File: config.mk
export PLATFORM = sky130hd
export DESIGN_NAME = barrel_shift_carry
export DESIGN_NICKNAME = d
export VERILOG_FILES = /design/src/rtl/shift_pkg.sv /design/src/rtl/shift_legal_check.sv /design/src/rtl/shift_core.sv /design/src/rtl/barrel_shift_carry.sv
export SDC_FILE = /design/constraint.sdc
export NUM_CORES = 1
export LEC_CHECK = 0
export BUFFER_PORTS_ARGS = -buffer_cell sky130_fd_sc_hd__buf_2
export CAP_MARGIN = 15
export CORE_ASPECT_RATIO = 1.75
export CORE_MARGIN = 5
export CORE_UTILIZATION = 55
export CTS_CLUSTER_DIAMETER = 60
export DETAILED_ROUTE_END_ITERATION = 8
export HOLD_SLACK_MARGIN = 0.03
export MAX_ROUTING_LAYER = met4
export PLACE_DENSITY = 0.86
export SLEW_MARGIN = 10
export SYNTH_ARGS = -nofsm -noshare
export SYNTH_HDL_FRONTEND = slang
export SYNTH_SLANG_ARGS = --single-unit
File: constraint.sdc
create_clock -name clk -period 3.25 [get_ports clk]
set_input_delay 0.325 -clock clk [delete_from_list [all_inputs] [get_ports clk]]
set_output_delay 0.325 -clock clk [all_outputs]
set_load 0.02 [all_outputs]
File: src/rtl/shift_pkg.sv
package shift_pkg;

   typedef enum logic [2:0] {
      SK_LSL = 3'd0,
      SK_LSR = 3'd1,
      SK_ASR = 3'd2,
      SK_ROR = 3'd3,
      SK_RRX = 3'd4
   } shift_kind_e;

   localparam int unsigned KIND_W = 3;

endpackage

File: src/rtl/shift_legal_check.sv
module shift_legal_check
   import shift_pkg::*;
#(
   parameter int unsigned W     = 32,
   parameter int unsigned AMT_W = $clog2(W + 1)
) (
   input  logic [KIND_W-1:0] kind,
   input  logic [AMT_W-1:0]  amount,
   output logic              bad
);

   localparam logic [AMT_W-1:0] AMT_MAX = AMT_W'(W);

   always_comb begin
      bad = 1'b0;
      unique case (kind)
         SK_LSL, SK_ROR: bad = (amount >= AMT_MAX);
         SK_LSR, SK_ASR: bad = (amount >  AMT_MAX);
         SK_RRX:         bad = 1'b0;
         default:        bad = 1'b1;
      endcase
   end

endmodule

File: src/rtl/shift_core.sv
module shift_core
   import shift_pkg::*;
#(
   parameter int unsigned W     = 32,
   parameter int unsigned AMT_W = $clog2(W + 1)
) (
   input  logic [W-1:0]      value,
   input  logic [KIND_W-1:0] kind,
   input  logic [AMT_W-1:0]  amount,
   input  logic              cin,
   input  logic              bad,
   output logic [W-1:0]      res,
   output logic              cy,
   output logic              we
);

   localparam int unsigned RW = W + 1;

   logic [W-1:0] fill;
   logic [W:0]   left_w;
   logic [W:0]   right_w;

   // fill word selects the right-shift variant
   always_comb begin
      unique case (kind)
         SK_ASR:  fill = {W{value[W-1]}};
         SK_ROR:  fill = value;
         default: fill = '0;
      endcase
   end

   // left: carry lands one place above the result word
   assign left_w  = {1'b0, value} << amount;
   // right: a guard bit below bit 0 catches the carry
   assign right_w = RW'({fill, value, 1'b0} >> amount);

   always_comb begin
      res = value;
      cy  = cin;
      we  = 1'b0;
      if (!bad) begin
         if (kind == SK_RRX) begin
            res = {cin, value[W-1:1]};
            cy  = value[0];
            we  = 1'b1;
         end else if (amount != '0) begin
            we = 1'b1;
            if (kind == SK_LSL) begin
               res = left_w[W-1:0];
               cy  = left_w[W];
            end else begin
               res = right_w[W:1];
               cy  = right_w[0];
            end
         end
      end
   end

endmodule

File: src/rtl/barrel_shift_carry.sv
module barrel_shift_carry
   import shift_pkg::*;
#(
   parameter int unsigned W       = 32,
   parameter bit          REG_OUT = 1'b1,
   parameter int unsigned AMT_W   = $clog2(W + 1)
) (
   input  logic              clk,
   input  logic              rst_n,
   input  logic [W-1:0]      op_value,
   input  logic [KIND_W-1:0] op_kind,
   input  logic [AMT_W-1:0]  op_amount,
   input  logic              carry_in,
   output logic [W-1:0]      sh_result,
   output logic              carry_out,
   output logic              carry_we,
   output logic              bad_amount
);

   if (W < 2) begin : g_w_check
      $error("barrel_shift_carry: W must be at least 2");
   end
   if ((1 << AMT_W) <= W) begin : g_amt_check
      $error("barrel_shift_carry: AMT_W too narrow to hold W");
   end

   logic [W-1:0] c_res;
   logic         c_cy;
   logic         c_we;
   logic         c_bad;

   shift_legal_check #(.W(W), .AMT_W(AMT_W)) i_legal (
      .kind   (op_kind),
      .amount (op_amount),
      .bad    (c_bad)
   );

   shift_core #(.W(W), .AMT_W(AMT_W)) i_core (
      .value  (op_value),
      .kind   (op_kind),
      .amount (op_amount),
      .cin    (carry_in),
      .bad    (c_bad),
      .res    (c_res),
      .cy     (c_cy),
      .we     (c_we)
   );

   if (REG_OUT) begin : g_reg
      always_ff @(posedge clk) begin
         if (!rst_n) begin
            sh_result  <= '0;
            carry_out  <= 1'b0;
            carry_we   <= 1'b0;
            bad_amount <= 1'b0;
         end else begin
            sh_result  <= c_res;
            carry_out  <= c_cy;
            carry_we   <= c_we;
            bad_amount <= c_bad;
         end
      end
   end else begin : g_comb
      assign sh_result  = c_res;
      assign carry_out  = c_cy;
      assign carry_we   = c_we;
      assign bad_amount = c_bad;
   end

   // ---------------- assertions ----------------
   assert_lsl_zero_fill_R1: assert property (@(posedge clk) disable iff (!rst_n)
      (op_kind == SK_LSL && !c_bad && op_amount != '0) |-> (c_res[0] == 1'b0));

   assert_asr_sign_keep_R3: assert property (@(posedge clk) disable iff (!rst_n)
      (op_kind == SK_ASR && !c_bad) |-> (c_res[W-1] == op_value[W-1]));

   assert_ror_popcount_R4: assert property (@(posedge clk) disable iff (!rst_n)
      (op_kind == SK_ROR && !c_bad) |-> ($countones(c_res) == $countones(op_value)));

   assert_rrx_carry_path_R5: assert property (@(posedge clk) disable iff (!rst_n)
      (op_kind == SK_RRX) |-> (c_res[W-1] == carry_in && c_cy == op_value[0] && c_we));

   assert_zero_amount_hold_R6: assert property (@(posedge clk) disable iff (!rst_n)
      (op_amount == '0 && op_kind < SK_RRX) |-> (c_res == op_value && c_cy == carry_in && !c_we));

   assert_bad_blocks_write_R8: assert property (@(posedge clk) disable iff (!rst_n)
      c_bad |-> (!c_we && c_res == op_value && c_cy == carry_in));

endmodule

==> metrics <==
clk root buf=clkbuf_16; Rows=58; maximum vdd drop=210 µV; post-detailed-route count of antenna-violating nets=0; core area=14200 µm²; vias post-DR=10021; post-synthesis average cell area=7.90 µm²; crit-path max cell delay=0.97 ns; mean routed wirelength per cell=35.9 µm; nets=1061; crit share post-route=93.2%; Area Growth Syn to Fin=10.1%; # H-tree levels=2; Seq/Total Area, Yosys=8.91%; Worst-Margin Slew=1.26 ns; worst path arrival time=3.20 ns; initial antenna violation count=1; clock tree buffer depth=2; gr busiest metal=met2; ys async rst share=0%; power per cell area=285 nW/µm²; port bufs=78; Synth Flop Type=dfxtp_1; crit-path leading delay family=compound AO/OA/AOI/OAI gates; Die ar.=16900 µm²; Setup violations, final=0; Final Max Tran Viols=0; Syn Nets=1040; Fillers=1349; CTS clk-pin slew, worst paths=0.06 ns; Worst Setup End Kind=flip-flop; routability cong.=1.23; GRT met3 Usage=14.5%; met1 global-route usage=60.2%; Power, Total=2.47 mW; Remaining Overflow, GRT=0; Fin. Hold Viols=0; yosys warns=0; Final Routed Wirelength=43.0 mm; Hold Crit Start=carry_in; Max-cap violations=0; post-cts resize count=0; leakage power=3.30 nW; Post-Syn Instances=996; Syn Std Cell Area=7870 µm²; die height=168 µm; fmax=330 MHz; Slowest cell on crit path=a211oi_1; Worst Path Max Fanout=40; setup_tns=0 ns; Crit Path Class=primary input to flip-flop; DP HPWL=30.7 mm; # Post-CTS Setup Buffers=0; largest net degree at the start of global routing=46; first-pass GRT wire length=62.1 mm; Worst Slack Setup Final=0.222 ns; I/O Pins=79; RSZ-0062 raised after global routing=no; vias in the first global route=9320; CTS tree=done; vias per inst=8.36; hold path endpoint=carry_out; Global Route Usage Sum=51.2%; Synth cell types=78; Initial Util=55.3%; Worst EP required=3.42 ns; dpl ws=0.201 ns; minimum clock period=3.03 ns; layout cells sized above 1=29.3%; drt pass-1 iters=8; # DRC=0; slew margin rel.=15.7%; Yosys reg bits=35; Hold WS=0.300 ns; status=complete, no violations; worst min-delay path class=primary input to flip-flop; CP Launch Type=primary input; 1st-iter DRT viols=1954; Post-CTS Hold Buffers=0; Bufs and invs on worst path=1; WHS Path Cells=3; TritonCTS Sinks=35; EDFF count, synth=0; met2 Track Usage GR=72.0%; cells along the critical path=buf_6 > mux4_2 > and3_1 > a211oi_1 > a21oi_1 > nor2_1 > nor4_1 > a211o_1; total CTS buffers=5; die width=100 µm
[layer usage]
| layer | share of wire [%] | up-vias |
|---|---|---|
| li1 | - | 3959 |
| met1 | 31 | 4568 |
| met2 | 41 | 1100 |
| met3 | 16 | 394 |
| met4 | 12 | 0 |
| met5 | 0 | - |
[cell usage after synthesis (all sizes together) (7+ instances only)]
cell	count	area, µm²
a2111oi	10	101
a211o	10	87.6
a211oi	24	185
a21o	8	60.1
a21oi	72	375
a221o	7	70.1
a221oi	10	106
a311oi	7	61.3
a31oi	21	131
and2	9	56.3
buf	66	378
clkbuf	76	285
dfxtp	35	701
inv	10	37.5
mux2	34	387
mux2i	58	581
mux4	74	1670
nand2	104	390
nand2b	8	50.1
nand3	18	90.1
nor2	83	312
nor2b	7	43.8
nor3	23	115
nor4	7	43.8
o211ai	29	218
o21ai	59	295
o221ai	18	158
o22ai	12	81.3
or3	7	43.8
[cells by family (layout without fill, tap and decap cells)]
family	after synthesis	after routing	synth area share (%)
buf+inv	153	175	8.96
other cells	0	1	0
compound gates	351	351	31.7
simple gates	291	291	16.9
flops	35	35	8.91
mux	166	166	33.5
[placed cells by master (no fill, tap or decap), types with 8 or more instances in the layout]
cell	instances
o221ai_1	18
a211oi_1	23
a211o_1	10
dfxtp_1	35
a21oi_1	68
buf_4	73
o21ai_1	8
inv_1	8
nor3_1	22
nand2b_1	8
and2_1	9
o211ai_1	29
nand3_1	18
mux2_2	33
nand2_1	104
buf_2	75
nor2_1	83
a21o_1	8
mux2i_1	58
o21ai_0	51
a31oi_1	21
mux4_2	74
o22ai_1	11
[state kept, by name, summed over array words and instances (netlist names)]
name and cells:
carry_out 1, carry_we 1, bad_amount 1, sh_result 32
[area by class of cell]
cell class | instances | area (µm²) | share of cell area [%]
clock inverters | 3 | 20.0 | 0.231
clock buffers | 5 | 125 | 1.44
flip-flops and latches | 35 | 701 | 8.09
multi-input cells | 808 | 6470 | 74.7
well taps | 180 | 225 | 2.60
repair buffers | 156 | 1070 | 12.4
inverters | 11 | 41.3 | 0.477
diodes | 1 | 2.50 | 0.0289
[tightest hold or removal path: cells and delay by family]
| family | cells | cell delay [ns] |
|---|---|---|
| AOI/OAI and AO/OA | 1 | 0.06 |
| and+or+nand+nor | 1 | 0.05 |
| buffers and inverters | 1 | 0.11 |
[per-stage QoR]
step	std cells	util, %	instance area [µm²]
finish	1199	60.9	8660
global placement	1190	59.9	8510
global route	1199	60.9	8660
floorplan	996	-	7870
detailed placement	1190	59.9	8510
CTS	1198	60.9	8660
[worst max-delay path by stage]
stage / slack (ns) / start / cells past startpoint / endpoint
after floorplan: 0.89 / op_amount[0] / 11 / sh_result[22]
after global placement: 0.16 / op_amount[0] / 9 / sh_result[24]
after detailed placement: 0.20 / op_amount[0] / 9 / sh_result[24]
after CTS: 0.50 / op_amount[0] / 9 / sh_result[24]
after global routing: 0.20 / op_amount[0] / 8 / sh_result[21]
final: 0.22 / op_amount[0] / 8 / sh_result[16]
[power by group]
group	total [mW]	leakage [nW]	internal, mW	switching [mW]
Combinational	1.51	2.95	0.550	0.959
Sequential	0.478	0.290	0.467	0.0110
Clock	0.480	0.0658	0.282	0.198
Total	2.47	3.30	1.30	1.17
No activity file was read; power rests on OpenSTA's default activity.
